<file path="src/rtl/sbg_pkg.sv">
package sbg_pkg;

   typedef enum logic [1:0] {
      SBG_ASYNC_SLOW = 2'd0,
      SBG_ASYNC_FAST = 2'd1,
      SBG_SYNC       = 2'd2
   } sbg_mode_e;

   function automatic sbg_mode_e sbg_decode(input logic sync_sel, input logic fast);
      if (sync_sel)  return SBG_SYNC;
      else if (fast) return SBG_ASYNC_FAST;
      else           return SBG_ASYNC_SLOW;
   endfunction

   function automatic logic sbg_vote3(input logic a, input logic b, input logic c);
      return (a & b) | (a & c) | (b & c);
   endfunction

endpackage

</file>
<file path="src/rtl/sbg_reload_timer.sv">
module sbg_reload_timer #(
   parameter int DIV_W = 8
) (
   input  logic             clk,
   input  logic             rst_n,
   input  logic             load_en,
   input  logic [DIV_W-1:0] load_val,
   output logic             pre_tick
);

   logic [DIV_W-1:0] reload_q;
   logic [DIV_W-1:0] count_q;
   logic             at_zero;

   assign at_zero  = (count_q == '0);
   assign pre_tick = at_zero & ~load_en;

   always_ff @(posedge clk or negedge rst_n) begin
      if (!rst_n) begin
         reload_q <= '0;
         count_q  <= '0;
      end else if (load_en) begin
         reload_q <= load_val;
         count_q  <= load_val;
      end else if (at_zero) begin
         count_q  <= reload_q;
      end else begin
         count_q  <= count_q - 1'b1;
      end
   end

endmodule

</file>
<file path="src/rtl/sbg_phase_div.sv">
module sbg_phase_div
   import sbg_pkg::*;
#(
   parameter int OS_PER_BIT  = 16,
   parameter int SLOW_OS_DIV = 4,
   parameter int SYNC_DIV    = 4
) (
   input  logic      clk,
   input  logic      rst_n,
   input  logic      restart,
   input  logic      pre_tick,
   input  sbg_mode_e mode,
   output logic      baud_tick,
   output logic      os_tick,
   output logic [2:0] samp_evt
);

   localparam int RATIO_SLOW = OS_PER_BIT * SLOW_OS_DIV;
   localparam int RATIO_FAST = OS_PER_BIT;
   localparam int RATIO_SYNC = SYNC_DIV;
   localparam int PH_W       = $clog2(RATIO_SLOW);
   localparam int SUB_W      = $clog2(SLOW_OS_DIV);
   localparam int MID        = OS_PER_BIT / 2;
   localparam int A_BASE     = MID - 1;
   localparam int S_BASE     = SYNC_DIV - 3;

   logic [PH_W-1:0] phase_q;
   logic [PH_W-1:0] last_ph;
   logic [PH_W-1:0] k_idx;
   logic [PH_W-1:0] k_base;
   logic            wrap;
   logic            sub_done;
   logic            slot_ok;
   logic            os_evt;
   logic            baud_q;
   logic            os_q;

   assign sub_done = ((phase_q & PH_W'(SLOW_OS_DIV - 1)) == PH_W'(SLOW_OS_DIV - 1));

   always_comb begin
      case (mode)
         SBG_ASYNC_FAST: begin
            last_ph = PH_W'(RATIO_FAST - 1);
            k_idx   = phase_q & PH_W'(OS_PER_BIT - 1);
            k_base  = PH_W'(A_BASE);
            slot_ok = 1'b1;
            os_evt  = pre_tick;
         end
         SBG_SYNC: begin
            last_ph = PH_W'(RATIO_SYNC - 1);
            k_idx   = phase_q & PH_W'(SYNC_DIV - 1);
            k_base  = PH_W'(S_BASE);
            slot_ok = 1'b1;
            os_evt  = 1'b0;
         end
         default: begin
            last_ph = PH_W'(RATIO_SLOW - 1);
            k_idx   = phase_q >> SUB_W;
            k_base  = PH_W'(A_BASE);
            slot_ok = sub_done;
            os_evt  = pre_tick & sub_done;
         end
      endcase
   end

   assign wrap = (phase_q >= last_ph);

   for (genvar g = 0; g < 3; g++) begin : g_slot
      assign samp_evt[g] = pre_tick & slot_ok & (k_idx == k_base + PH_W'(g));
   end

   always_ff @(posedge clk or negedge rst_n) begin
      if (!rst_n) begin
         phase_q <= '0;
         baud_q  <= 1'b0;
         os_q    <= 1'b0;
      end else if (restart) begin
         phase_q <= '0;
         baud_q  <= 1'b0;
         os_q    <= 1'b0;
      end else begin
         if (pre_tick) phase_q <= wrap ? '0 : phase_q + 1'b1;
         baud_q <= pre_tick & wrap;
         os_q   <= os_evt;
      end
   end

   assign baud_tick = baud_q;
   assign os_tick   = os_q;

endmodule

</file>
<file path="src/rtl/sbg_majority_rx.sv">
module sbg_majority_rx
   import sbg_pkg::*;
#(
   parameter int SYNC_STAGES = 2
) (
   input  logic       clk,
   input  logic       rst_n,
   input  logic       restart,
   input  logic       rx_in,
   input  logic [2:0] samp_evt,
   output logic       rx_bit,
   output logic       rx_valid
);

   logic [SYNC_STAGES-1:0] sync_q;
   logic [1:0]             held_q;
   logic                   rx_s;
   logic                   bit_q;
   logic                   valid_q;

   for (genvar s = 0; s < SYNC_STAGES; s++) begin : g_sync
      if (s == 0) begin : g_first
         always_ff @(posedge clk or negedge rst_n) begin
            if (!rst_n) sync_q[0] <= 1'b1;
            else        sync_q[0] <= rx_in;
         end
      end else begin : g_next
         always_ff @(posedge clk or negedge rst_n) begin
            if (!rst_n) sync_q[s] <= 1'b1;
            else        sync_q[s] <= sync_q[s-1];
         end
      end
   end

   assign rx_s = sync_q[SYNC_STAGES-1];

   always_ff @(posedge clk or negedge rst_n) begin
      if (!rst_n) begin
         held_q  <= '0;
         bit_q   <= 1'b1;
         valid_q <= 1'b0;
      end else if (restart) begin
         held_q  <= '0;
         valid_q <= 1'b0;
      end else begin
         if (samp_evt[0]) held_q[0] <= rx_s;
         if (samp_evt[1]) held_q[1] <= rx_s;
         if (samp_evt[2]) bit_q     <= sbg_vote3(held_q[0], held_q[1], rx_s);
         valid_q <= samp_evt[2];
      end
   end

   assign rx_bit   = bit_q;
   assign rx_valid = valid_q;

endmodule

</file>
<file path="src/rtl/sercom_baud_core.sv">
module sercom_baud_core
   import sbg_pkg::*;
#(
   parameter int DIV_W          = 8,
   parameter int RX_SYNC_STAGES = 2,
   parameter int OS_PER_BIT     = 16,
   parameter int SLOW_OS_DIV    = 4,
   parameter int SYNC_DIV       = 4
) (
   input  logic             clk,
   input  logic             rst_n,
   input  logic             div_wr,
   input  logic [DIV_W-1:0] div_val,
   input  logic             sync_mode,
   input  logic             fast_sel,
   input  logic             rx_in,
   output logic             baud_tick,
   output logic             os_tick,
   output logic             rx_bit,
   output logic             rx_valid
);

   localparam bit OS_POW2   = (OS_PER_BIT  & (OS_PER_BIT  - 1)) == 0;
   localparam bit SUB_POW2  = (SLOW_OS_DIV & (SLOW_OS_DIV - 1)) == 0;
   localparam bit SYNC_POW2 = (SYNC_DIV    & (SYNC_DIV    - 1)) == 0;

   if (DIV_W < 1) begin : g_bad_div
      $error("sercom_baud_core: DIV_W must be at least 1");
   end
   if (RX_SYNC_STAGES < 1) begin : g_bad_sync
      $error("sercom_baud_core: RX_SYNC_STAGES must be at least 1");
   end
   if (OS_PER_BIT < 4 || !OS_POW2) begin : g_bad_os
      $error("sercom_baud_core: OS_PER_BIT must be a power of two, 4 or more");
   end
   if (SLOW_OS_DIV < 2 || !SUB_POW2) begin : g_bad_sub
      $error("sercom_baud_core: SLOW_OS_DIV must be a power of two, 2 or more");
   end
   if (SYNC_DIV < 4 || !SYNC_POW2 || SYNC_DIV > OS_PER_BIT * SLOW_OS_DIV) begin : g_bad_sdiv
      $error("sercom_baud_core: SYNC_DIV must be a power of two within the slow ratio");
   end

   sbg_mode_e mode;
   logic      pre_tick;
   logic [2:0] samp_evt;

   assign mode = sbg_decode(sync_mode, fast_sel);

   sbg_reload_timer #(
      .DIV_W    (DIV_W)
   ) u_timer (
      .clk      (clk),
      .rst_n    (rst_n),
      .load_en  (div_wr),
      .load_val (div_val),
      .pre_tick (pre_tick)
   );

   sbg_phase_div #(
      .OS_PER_BIT  (OS_PER_BIT),
      .SLOW_OS_DIV (SLOW_OS_DIV),
      .SYNC_DIV    (SYNC_DIV)
   ) u_phase (
      .clk       (clk),
      .rst_n     (rst_n),
      .restart   (div_wr),
      .pre_tick  (pre_tick),
      .mode      (mode),
      .baud_tick (baud_tick),
      .os_tick   (os_tick),
      .samp_evt  (samp_evt)
   );

   sbg_majority_rx #(
      .SYNC_STAGES (RX_SYNC_STAGES)
   ) u_vote (
      .clk      (clk),
      .rst_n    (rst_n),
      .restart  (div_wr),
      .rx_in    (rx_in),
      .samp_evt (samp_evt),
      .rx_bit   (rx_bit),
      .rx_valid (rx_valid)
   );

endmodule

</file>
<file path="config.mk">
export PLATFORM = sky130hd
export DESIGN_NAME = sercom_baud_core
export DESIGN_NICKNAME = d
export VERILOG_FILES = /design/src/rtl/sbg_pkg.sv /design/src/rtl/sbg_reload_timer.sv /design/src/rtl/sbg_phase_div.sv /design/src/rtl/sbg_majority_rx.sv /design/src/rtl/sercom_baud_core.sv
export SDC_FILE = /design/constraint.sdc
export NUM_CORES = 1
export LEC_CHECK = 0
export BUFFER_PORTS_ARGS = -buffer_cell sky130_fd_sc_hd__buf_4
export CORE_MARGIN = 4
export CORE_UTILIZATION = 50
export CTS_BUF_LIST = sky130_fd_sc_hd__clkbuf_4 sky130_fd_sc_hd__clkbuf_8
export DETAILED_ROUTE_END_ITERATION = 10
export PLACE_DENSITY_LB_ADDON = 0.3
export SYNTH_ARGS = -nofsm -noshare
export SYNTH_HDL_FRONTEND = slang
export SYNTH_SLANG_ARGS = --single-unit
export TNS_END_PERCENT = 1
</file>
<file path="constraint.sdc">
create_clock -name clk -period 2.95 [get_ports clk]
set_input_delay 0.59 -clock clk [delete_from_list [all_inputs] [get_ports clk]]
set_output_delay 0.59 -clock clk [all_outputs]
set_load 0.005 [all_outputs]
</file>
==> reports/metrics.sh, run 1 <==
GRT_PASS1_VIAS=1296
SEQPWRFRAC=0.452
DRT_DRC_VIOLATIONS_LEFT=0
SEQ_AREA_FRAC_SYNTH=0.462
DESIGN.CORE.AREA_MM2=0.00308
SYNTHARSTFLOPSHARE=1.00
WORSTPATHBUFFERINVERTERCOUNT=2
DIE_Y_UM=65.1
SYN_STD_CELL_AREA_MM2=0.00163
DETAIL_ROUTE.ITER0.VIOLATIONS=78
SLEW-LIMIT-HEADROOM=0.715
RSZ0062_AT_GRT='false'
CLK_PATH_BUF_DEPTH=2
NETSWITCHINGFRACTION=0.240
SYNTH_FLOP_CELL='sky130_fd_sc_hd__dfrtp_1'
MULTI_INPUT_AREA_UM2=807
SYNTH_TOP_AREA_FRAC=0.414
TIMING.CRITICAL_PATH.FANOUT_MAX=8
DRT_PRE_ANTENNA_ITERS=4
POST_LAYOUT_NONFILLER_INSTANCES=231
MAXCAPVIOLCOUNT=0
FINALNETCOUNT=207
CRIT_ARRIVAL_PS=2590
FILLCELLCOUNT=266
YS_SEQ_ELEMENTS=30
COMBINATIONALPOWERSHARE=0.122
RUN_STATUS='finished, final reports clean'
SYN_AREA_PER_CELL_UM2=9.84
SYNTH.YOSYS.WARNINGS=0
MAPPED_NETS=187
POWER.LEAKAGE_nW=0.878
POST_CTS_HOLD_BUFFER_COUNT=0
INTERNAL_POWER_W=0.000785
DIE-AREA_MM2=0.00424
YOSYSUNIQUECELLTYPES=44
GLOBAL_ROUTE_WIRE_LENGTH_BEFORE_REPAIR_UM=5980
INITIAL_UTILIZATION=0.530
FF_LATCH_AREA_UM2=754
NET-SWITCHING-POWER_W=0.000248
WORSTSKEWPAIRLATENCY_PS=340
POST_SYNTH_INST_COUNT=166
WIRE_PER_INST_UM=14.5
SYNTH_TOP_AREA_CELL='sky130_fd_sc_hd__dfrtp_1'
CLK_PIN_SLEW_PS=100
FINAL-MAX-SLEW-VIOLATION-COUNT=0
WORST-ENDPOINT-REQUIRED_PS=3220
SYNTH.TOP_CELLS.BY_COUNT='27 x sky130_fd_sc_hd__dfrtp_1, 16 x sky130_fd_sc_hd__o21ai_0, 13 x sky130_fd_sc_hd__inv_1, 13 x sky130_fd_sc_hd__nand2_1, 10 x sky130_fd_sc_hd__a21oi_1'
PWR_DENSITY_CELL_mW_PER_MM2=538
PLACEDCELLCOUNT=223
SYNTH_MOST_COMMON_CELL='sky130_fd_sc_hd__dfrtp_1'
CRITICAL_PATH.ENDPOINT_TYPE='flip-flop'
DRT-TOTAL-WL_UM=3360
MIN_PERIOD_PS=2330
DP_HPWL_UM=2390
WORST-SETUP-PATH-TYPE='flip-flop to flip-flop'
FINALSETUPVIOLCOUNT=0
SYNTH_EDF_COUNT=0
GRT_REMAINING_OVERFLOW=0
PWR-SHARE-CLK=0.426
CRITICAL_PATH.TOP_DELAY_FAMILY='simple AND/OR/NAND/NOR gates'
ANTENNA-DIODE-COUNT=0
ROUTED-VIA-COUNT=1309
CTSROOTBUFFERMASTER='sky130_fd_sc_hd__clkbuf_4'
IO_BUFFER_COUNT=17
TIMING.FMAX_GHz=0.430
TIMING_WORST_SLEW_PIN_VALUE_PS=423
SHARE_OF_CELLS_ABOVE_DRIVE_STRENGTH_1=0.198
WORSTPATHCELLLIST='inv_1 > ha_1 > nor3b_1 > buf_4 > or4b_4 > and4bb_1 > mux2_1'
CTS_TREE='yes'
AREA.GROWTH.SYNTH_TO_FINAL_PCT=17.5
MAX_STAGE_DELAY_PS=500
GRT.TOTAL_USAGE=0.183
H-TREE-DEPTH=2
CTS_NUM_SINKS=30
WORSTSETUPSTARTPOINTTYPE='flip-flop'
IR_DROP_mV=0.321
TIMING.SETUP.TNS_PS=0
LAYOUT_WORST_PATH_CYCLE_SHARE=0.789
TOP_LEVEL_PORTS=18
POST_CTS.RESIZED_INSTANCES=0
SYNTHTOPCELLSBYAREA='sky130_fd_sc_hd__dfrtp_1 41%, sky130_fd_sc_hd__ha_1 5.4%, sky130_fd_sc_hd__o21ai_0 4.9%'
INITIAL_ANTENNA_VIOLATION_COUNT=0
CPMAXSTAGEDELAYCELL='sky130_fd_sc_hd__or4b_4'
CTS.REPAIR_TIMING.SETUP_BUFFER_COUNT=0
FINAL-HOLD-VIOLATION-COUNT=0
GLOBALPLACE.CONGESTION=0.884
DIE_WIDTH_UM=65.1
DETAIL_ROUTE.VIAS_PER_CELL=5.67
HOLD_PATH.CLASS='primary input to asynchronous set/reset pin'
FINAL_SETUP_SKEW_PS=10.7
LARGEST_NET_DEGREE_AT_THE_START_OF_GLOBAL_ROUTING=37
POSTROUTEANTENNANETS=0
CTS_MADE_BUFFERS=5
ROW_COUNT=20
[per-layer routing]
layer / share of wire / global-route usage
met1: 0.43 / 0.217
met2: 0.50 / 0.315
met3: 0.050 / 0.0615
met4: 0.014 / 0.0544
met5: 0 / 0
[layout by cell type (no fill, tap or decap), drive strengths merged, types with 3 or more instances in the layout]
cell	instances
mux2	4
buf	19
nand2b	4
inv	13
clkbuf	6
dfrtp	27
nor3b	3
o21ai	16
ha	7
dfstp	3
a221o	3
mux2i	3
nand3	5
nor3	5
nor2	6
nor2b	3
nor4	3
a21oi	10
nand2	13
[cells by family after synthesis]
family	count (synthesis)	share of synthesized area
multiplexers	7	0.0460
XOR/XNOR	3	0.0161
adder cells (fa/ha/maj)	8	0.0598
flip-flops	30	0.462
AND/OR/NAND/NOR	53	0.189
buffers and inverters	19	0.0437
AO/OA/AOI/OAI	46	0.183
[power groups by stage]
stage	Combinational [W]	Sequential, W	Clock, W
after detailed placement	0.000126	0.000474	0
final	0.000126	0.000467	0.000440
after CTS	0.000127	0.000467	0.000453
after global placement	0.000122	0.000472	0
after global routing	0.000145	0.000471	0.000475
after floorplan	0.0000837	0.000466	0
[flip-flops by register name, summed over array words and instances, names as in the netlist]
name               count
u_timer.count_q        8
u_timer.reload_q       8
u_phase.phase_q        6
u_vote.held_q          2
u_phase.baud_tick      1
u_phase.os_tick        1
u_vote.rx_bit          1
u_vote.rx_s            1
u_vote.rx_valid        1
u_vote.sync_q          1
[through the flow]
step	hold WS, ps	total power (W)	setup WS, ps	instance area, µm²	util
after global placement	347	0.000594	666	1810	0.587
after detailed placement	354	0.000600	494	1810	0.587
final	162	0.00103	622	1920	0.624
after floorplan	294	0.000550	586	1630	-
after CTS	155	0.00105	632	1920	0.624
after global routing	163	0.00109	484	1920	0.624
[layout make-up]
class	instances	area share
Inverter	13	0.0254
Multi-Input combinational cell	117	0.420
Timing Repair Buffer	19	0.0743
Tap cell	44	0.0287
Sequential cell	30	0.393
Clock inverter	2	0.0313
Clock buffer	6	0.0267
[final timing paths]
path / start / endpoint / slack (ps) / cells after the start
worst min-delay path: rst_n / u_timer.reload_q[3] / 160 / 1
min in group clk: rx_in / u_vote.sync_q[0] / 360 / 1
worst max register to register: u_timer.count_q[0] / u_vote.rx_bit / 620 / 7
worst max-delay path: u_timer.count_q[0] / u_vote.rx_bit / 620 / 7
worst min register to register: u_vote.sync_q[0] / u_vote.rx_s / 370 / 0
max in group asynchronous: rst_n / u_vote.rx_bit / 2470 / 1
[worst reg2reg max path, stage by stage, from the launching register on]
cell	delay [ps]
sky130_fd_sc_hd__dfrtp_1	460
sky130_fd_sc_hd__inv_1	110
sky130_fd_sc_hd__ha_1	200
sky130_fd_sc_hd__nor3b_1	210
sky130_fd_sc_hd__buf_4	180
sky130_fd_sc_hd__or4b_4	500
sky130_fd_sc_hd__and4bb_1	280
sky130_fd_sc_hd__mux2_1	320
No activity file was read; power rests on OpenSTA's default activity.
==> run 2, diff against run 1 <==
- clock period: 2.95 -> 1.9 ns (I/O delays scaled with it)
==> run 2 against run 1 <==
  * The run now ends with setup timing left
  * Highest routed layer unchanged
  * Clock power increased by 15%
  * Setup slack got worse by 780 ps
  * Cell area is 13% higher
  * Critical path depth is 3 lower
  * Worst hold slack got worse by 24 ps
  * Cell count increased by 12%
==> reports/metrics.sh, run 2 (synthesis results as in run 1) <==
RUN_STATUS='finished, violations left'
VIOLATED_CHECKS='setup timing'
FINAL-HOLD-VIOLATION-COUNT=0  # unchanged
IR_DROP_mV=0.434  # +35%
WORSTSETUPSTARTPOINTTYPE='flip-flop'
ROUTED-VIA-COUNT=1438  # +9.9%
CLK_PIN_SLEW_PS=100  # about the same
ANTENNA-DIODE-COUNT=0  # unchanged
TIMING.SETUP.TNS_PS=-377  # -377 ps
PWR_DENSITY_CELL_mW_PER_MM2=698  # +30%
DESIGN_AREA_MM2=0.00217  # +13%
FINALSETUPVIOLCOUNT=3  # +3
POST_DP_CELL_AREA_MM2=0.00202  # +12%
LAYOUT_WORST_PATH_CYCLE_SHARE=1.08  # +0.295
R2R_SETUP_SLK_PS=-160  # -780 ps
TIMING.CRITICAL_PATH.FANOUT_MAX=2  # -6
LAYOUT_TOP_REGISTERS='u_timer.count_q (8), u_timer.reload_q (8), u_phase.phase_q (6)'
WIRE_PER_INST_UM=14.9  # +2.8%
TIMING_WORST_SLEW_PIN_VALUE_PS=378  # -44.4 ps
CTSROOTBUFFERMASTER='sky130_fd_sc_hd__clkbuf_4'
MIN_PERIOD_PS=2060  # -267 ps
GLOBAL_ROUTE_WIRE_LENGTH_BEFORE_REPAIR_UM=6580  # +10%
DRT_DRC_VIOLATIONS_LEFT=0  # unchanged
WORSTPATHBUFFERINVERTERCOUNT=0  # -2
INITIAL_ANTENNA_VIOLATION_COUNT=0  # unchanged
SETUP.WORST_PATH.START='u_timer.count_q[3]'
CLK_PATH_BUF_DEPTH=2  # unchanged
CTS_NUM_SINKS=30  # unchanged
TIMING.FMAX_GHz=0.485  # +13%
MAXCAPVIOLCOUNT=0  # unchanged
H-TREE-DEPTH=2  # unchanged
GLOBALPLACE.CONGESTION=0.810  # -8.3%
POWER.LEAKAGE_nW=1.03  # +17%
LARGEST_NET_DEGREE_AT_THE_START_OF_GLOBAL_ROUTING=36  # -2.7%
ROW_COUNT=20  # unchanged
MAX_STAGE_DELAY_PS=530  # +30 ps
CRIT_CELLS=4  # -3
SHARE_OF_CELLS_ABOVE_DRIVE_STRENGTH_1=0.349  # +0.151
WORST-ENDPOINT-REQUIRED_PS=2180  # -1040 ps
CRITICAL_PATH.TOP_DELAY_FAMILY='simple AND/OR/NAND/NOR gates'
FINAL_SETUP_SKEW_PS=7.54  # -3.14 ps
POSTROUTEANTENNANETS=0  # unchanged
CRITICAL_PATH.ENDPOINT_TYPE='flip-flop'
GRT_REMAINING_OVERFLOW=0  # unchanged
DP_HPWL_UM=2720  # +14%
WORSTREG2REGEND='u_vote.rx_bit'
CRITICAL_PATH.REG2REG.STARTPOINT='u_timer.count_q[3]'
RSZ0062_AT_GRT='true'
SLEW-LIMIT-HEADROOM=0.741  # +0.0261
FILLCELLCOUNT=235  # -12%
CTS_MADE_BUFFERS=5  # unchanged
HOLD_PATH.CLASS='primary input to flip-flop'
FINAL-MAX-SLEW-VIOLATION-COUNT=0  # unchanged
RR_WORST_DEPTH=4  # -3
DIE_WIDTH_UM=65.1  # unchanged
TOP_LEVEL_PORTS=18  # unchanged
WORSTPATHCELLLIST='or4_4 > or4b_4 > and4bb_1 > mux2_4'
WORST-SETUP-PATH-TYPE='flip-flop to flip-flop'
GRT_PASS1_VIAS=1485  # +15%
INITIAL_UTILIZATION=0.530  # unchanged
WORSTSKEWPAIRLATENCY_PS=340  # about the same
SETUP.WORST_PATH.END='u_vote.rx_bit'
DETAIL_ROUTE.VIAS_PER_CELL=5.55  # -2.0%
DRT-TOTAL-WL_UM=3870  # +15%
DIE_Y_UM=65.1  # unchanged
FINALNETCOUNT=235  # +14%
LAYOUT_COMMONEST_CELL='sky130_fd_sc_hd__buf_4'
GRT.TOTAL_USAGE=0.206  # +0.0228
DRT_PRE_ANTENNA_ITERS=4  # unchanged
IO_BUFFER_COUNT=17  # unchanged
TIMING.FINAL.WS_SETUP_PS=-161  # -783 ps
DIE-AREA_MM2=0.00424  # unchanged
CTS_TREE='yes'
MOST-COMMON-LAYOUT-CELLS='45 x sky130_fd_sc_hd__buf_4, 27 x sky130_fd_sc_hd__dfrtp_1, 16 x sky130_fd_sc_hd__o21ai_0, 13 x sky130_fd_sc_hd__inv_1, 12 x sky130_fd_sc_hd__nand2_1'
CRIT_ARRIVAL_PS=2340  # -250 ps
CPMAXSTAGEDELAYCELL='sky130_fd_sc_hd__or4_4'
DETAIL_ROUTE.ITER0.VIOLATIONS=101  # +29%
DESIGN.CORE.AREA_MM2=0.00308  # unchanged
AREA.GROWTH.SYNTH_TO_FINAL_PCT=33.0
## run 2: worst min-delay path by stage
stage | endpoint | startpoint | cells after the start
floorplan | u_phase.baud_tick | rst_n | 0
global placement | u_phase.phase_q[2] | rst_n | 1
detailed placement | u_phase.phase_q[2] | rst_n | 1
CTS | u_vote.sync_q[0] | rx_in | 1
global route | u_vote.sync_q[0] | rx_in | 1
finish | u_vote.sync_q[0] | rx_in | 1
## run 2: final cells by class
type / instances / area [µm²] / share of cell area
Inverter: 13 / 48.8 / 0.0225
Tap cell: 44 / 55.1 / 0.0254
Timing Repair Buffer: 47 / 359 / 0.165
Sequential cell: 30 / 754 / 0.348
Multi-Input combinational cell: 117 / 876 / 0.403
Clock inverter: 3 / 40.0 / 0.0184
Clock buffer: 5 / 37.5 / 0.0173
## run 2: through the flow
stage	std cells	hold slack (ps)	utilization	setup slack [ps]	power, W
after global placement	249	324	0.657	-154	0.000982
after detailed placement	249	329	0.657	-220	0.000995
after CTS	259	118	0.690	-148	0.00151
after global routing	259	98.3	0.705	-195	0.00161
after floorplan	166	84.4	-	-217	0.000860
final	259	138	0.705	-161	0.00151
## run 2: routing by layer
| metal | GRT usage | part of all wire | wire length, µm |
|---|---|---|---|
| met2 | 0.377 | 0.54 | 2100 |
| met5 | 0 | 0 | 0 |
| met4 | 0.0751 | 0.012 | 45 |
| met3 | 0.0564 | 0.042 | 161 |
| met1 | 0.228 | 0.40 | 1560 |
## run 2: repair_timing
action,CTS,global route
pin swaps,1,1
hold endpoints to repair,27,0
setup buffers,1,0
hold buffers,1,0
gates resized for setup,2,10
setup endpoints to repair,9,12
## run 2: power breakdown
group | switching [W] | internal [W] | leakage, nW
logic | 0.000151 | 0.000151 | 0.602
registers | 0.0000293 | 0.000680 | 0.378
clock network | 0.000231 | 0.000272 | 0.0450
total | 0.000412 | 0.00110 | 1.03
==> run 3, diff against run 2 <==
- BUFFER_PORTS_ARGS: -buffer_cell sky130_fd_sc_hd__buf_4 -> -buffer_cell sky130_fd_sc_hd__buf_2
==> run 3 against run 2 <==
  * The run still ends with setup timing left
  * Sequential share of layout area rose by 1.5 points
  * Cell count is 0.77% lower
  * Combinational power decreased by 9.6%
  * Via count is 0.21% lower
  * Clock skew rose by 1.6 ps
  * Sequential cell count is the same
  * Critical endpoint unchanged
==> reports/metrics.sh, run 3 (synthesis results as in run 1) <==
POST_CTS_HOLD_BUFFER_COUNT=0  # -1
ANTENNA-DIODE-COUNT=0  # unchanged
CLK_PIN_SLEW_PS=100  # about the same
AREA.GROWTH.SYNTH_TO_FINAL_PCT=27.3
LAYOUT_COMMONEST_CELL='sky130_fd_sc_hd__buf_4'
VIOLATED_CHECKS='setup timing'
GLOBALPLACE.CONGESTION=0.803  # -0.93%
DRT-TOTAL-WL_UM=3720  # -4.0%
WORST-SETUP-PATH-TYPE='flip-flop to flip-flop'
CTSROOTBUFFERMASTER='sky130_fd_sc_hd__clkbuf_4'
GLOBAL_ROUTE_WIRE_LENGTH_BEFORE_REPAIR_UM=6330  # -3.7%
FILLCELLCOUNT=253  # +7.7%
TIMING.CRITICAL_PATH.FANOUT_MAX=2  # unchanged
TIMING.FMAX_GHz=0.479  # -1.2%
MOST-COMMON-LAYOUT-CELLS='28 x sky130_fd_sc_hd__buf_4, 27 x sky130_fd_sc_hd__dfrtp_1, 17 x sky130_fd_sc_hd__buf_2, 16 x sky130_fd_sc_hd__o21ai_0, 13 x sky130_fd_sc_hd__inv_1'
FINALSETUPVIOLCOUNT=3  # unchanged
CTS_MADE_BUFFERS=5  # unchanged
DETAIL_ROUTE.VIAS_PER_CELL=5.58  # +0.57%
FINALCOREUTILIZATION=0.675  # -0.0301
MIN_PERIOD_PS=2090  # +25.2 ps
CLK_PATH_BUF_DEPTH=2  # unchanged
CRITICAL_PATH.ENDPOINT_TYPE='flip-flop'
ROUTED-VIA-COUNT=1435  # -0.21%
WORSTSKEWPAIRLATENCY_PS=330  # about the same
INITIAL_UTILIZATION=0.530  # unchanged
POST_LAYOUT_NONFILLER_INSTANCES=257  # -0.77%
LAYOUT_TOP_REGISTERS='u_timer.count_q (8), u_timer.reload_q (8), u_phase.phase_q (6)'
TOP_LEVEL_PORTS=18  # unchanged
HOLD_PATH.CLASS='primary input to asynchronous set/reset pin'
WORSTSETUPSTARTPOINTTYPE='flip-flop'
TIMING.FINAL.WS_SETUP_PS=-186  # -25.2 ps
DRT_DRC_VIOLATIONS_LEFT=0  # unchanged
IO_BUFFER_COUNT=17  # unchanged
TIMING_WORST_SLEW_PIN_VALUE_PS=665  # +287 ps
PWR_DENSITY_CELL_mW_PER_MM2=664  # -4.9%
DIE_Y_UM=65.1  # unchanged
FINAL_SETUP_SKEW_PS=9.13  # +1.59 ps
INITIAL_ANTENNA_VIOLATION_COUNT=0  # unchanged
FINAL-MAX-SLEW-VIOLATION-COUNT=0  # unchanged
SHARE_OF_CELLS_ABOVE_DRIVE_STRENGTH_1=0.338  # -0.0108
CTS_TREE='yes'
SLEW-LIMIT-HEADROOM=0.556  # -0.185
RSZ0062_AT_GRT='true'
PLACEDCELLCOUNT=249  # unchanged
MAXCAPVIOLCOUNT=0  # unchanged
DIE_WIDTH_UM=65.1  # unchanged
DETAIL_ROUTE.ITER0.VIOLATIONS=85  # -16%
GRT_REMAINING_OVERFLOW=0  # unchanged
ROW_COUNT=20  # unchanged
DP_HPWL_UM=2720  # about the same
LARGEST_NET_DEGREE_AT_THE_START_OF_GLOBAL_ROUTING=36  # unchanged
CRIT_ARRIVAL_PS=2340  # about the same
GRT.TOTAL_USAGE=0.192  # -0.0141
FINALNETCOUNT=233  # -0.85%
DRT_PRE_ANTENNA_ITERS=4  # unchanged
POSTROUTEANTENNANETS=0  # unchanged
GRT_PASS1_VIAS=1518  # +2.2%
IR_DROP_mV=0.418  # -3.7%
DIE-AREA_MM2=0.00424  # unchanged
DESIGN.CORE.AREA_MM2=0.00308  # unchanged
H-TREE-DEPTH=2  # unchanged
WIRE_PER_INST_UM=14.5  # -3.3%
CTS.REPAIR_TIMING.SETUP_BUFFER_COUNT=0  # -1
LAYOUT_WORST_PATH_CYCLE_SHARE=1.10  # +0.0133
FINAL-HOLD-VIOLATION-COUNT=0  # unchanged
CTS_NUM_SINKS=30  # unchanged
RUN_STATUS='finished, violations left'
WORST-ENDPOINT-REQUIRED_PS=2160  # -20 ps
POWER.LEAKAGE_nW=0.979  # -4.5%
[run 3: changes by cell type in the layout (fill, tap and decap cells not counted), sizes merged]
cell	before	now
clkinv	2	0
clkbuf	5	8
bufinv	1	0
dlygate4sd3	1	0
buf	46	45
[run 3: layout make-up]
class | instances | area (µm²) | share of cell area
Inverter | 13 | 48.8 | 0.0235
Clock buffer | 8 | 60.1 | 0.0289
Sequential cell | 30 | 754 | 0.363
Timing Repair Buffer | 45 | 295 | 0.142
Tap cell | 44 | 55.1 | 0.0265
Multi-Input combinational cell | 117 | 865 | 0.416
[run 3: critical path, cell delays in order, from the launching register on]
cell and delay, ps:
sky130_fd_sc_hd__dfrtp_1 390, sky130_fd_sc_hd__or4_4 530, sky130_fd_sc_hd__or4b_4 490, sky130_fd_sc_hd__and4bb_1 300
sky130_fd_sc_hd__mux2_4 300
[run 3: power by group]
group	leakage [nW]	total [W]	switching [W]	internal (W)
clock network	0.0368	0.000399	0.000209	0.000190
registers	0.378	0.000708	0.0000274	0.000680
logic	0.565	0.000272	0.000140	0.000132
total	0.979	0.00138	0.000376	0.00100
[run 3: timing repair]
item / 4_1_cts / 5_1_grt
endpoints found under the hold margin: 0 / 0
resized for setup: 2 / 5
endpoints found under the setup margin: 5 / 7
pin swaps: 1 / 0
[run 3: stage by stage]
step           setup WS, ps  total power (W)  setup TNS [ps]  hold slack (ps)  cell area [µm²]
4_1_cts                -188          0.00140            -521             80.7             2050
3_3_place_gp           -151         0.000974            -672              345             1980
6_report               -186          0.00138            -478             76.2             2080
3_5_place_dp           -226         0.000990           -1240              351             1980
5_1_grt                -245          0.00147            -730              102             2080
2_1_floorplan          -217         0.000860            -261             84.4             1650
[run 3: worst paths after layout]
check                                    from                  end  slack (ps)  cells after the start
max reg2reg                u_timer.count_q[3]        u_vote.rx_bit        -190                      4
min                                     rst_n  u_timer.reload_q[0]          80                      1
max in group asynchronous               rst_n     u_vote.held_q[1]        1390                      1
max                        u_timer.count_q[3]        u_vote.rx_bit        -190                      4
min in group clk                        rx_in     u_vote.sync_q[0]         140                      1
min reg2reg                  u_vote.sync_q[0]          u_vote.rx_s         380                      0
[run 3: routing by layer]
metal  share of wire  up-vias  GRT usage
li1                -      695          -
met1            0.40      697      0.206
met2            0.53       32      0.355
met3           0.040       11     0.0496
met4           0.024        0     0.0803
met5               0        -          0
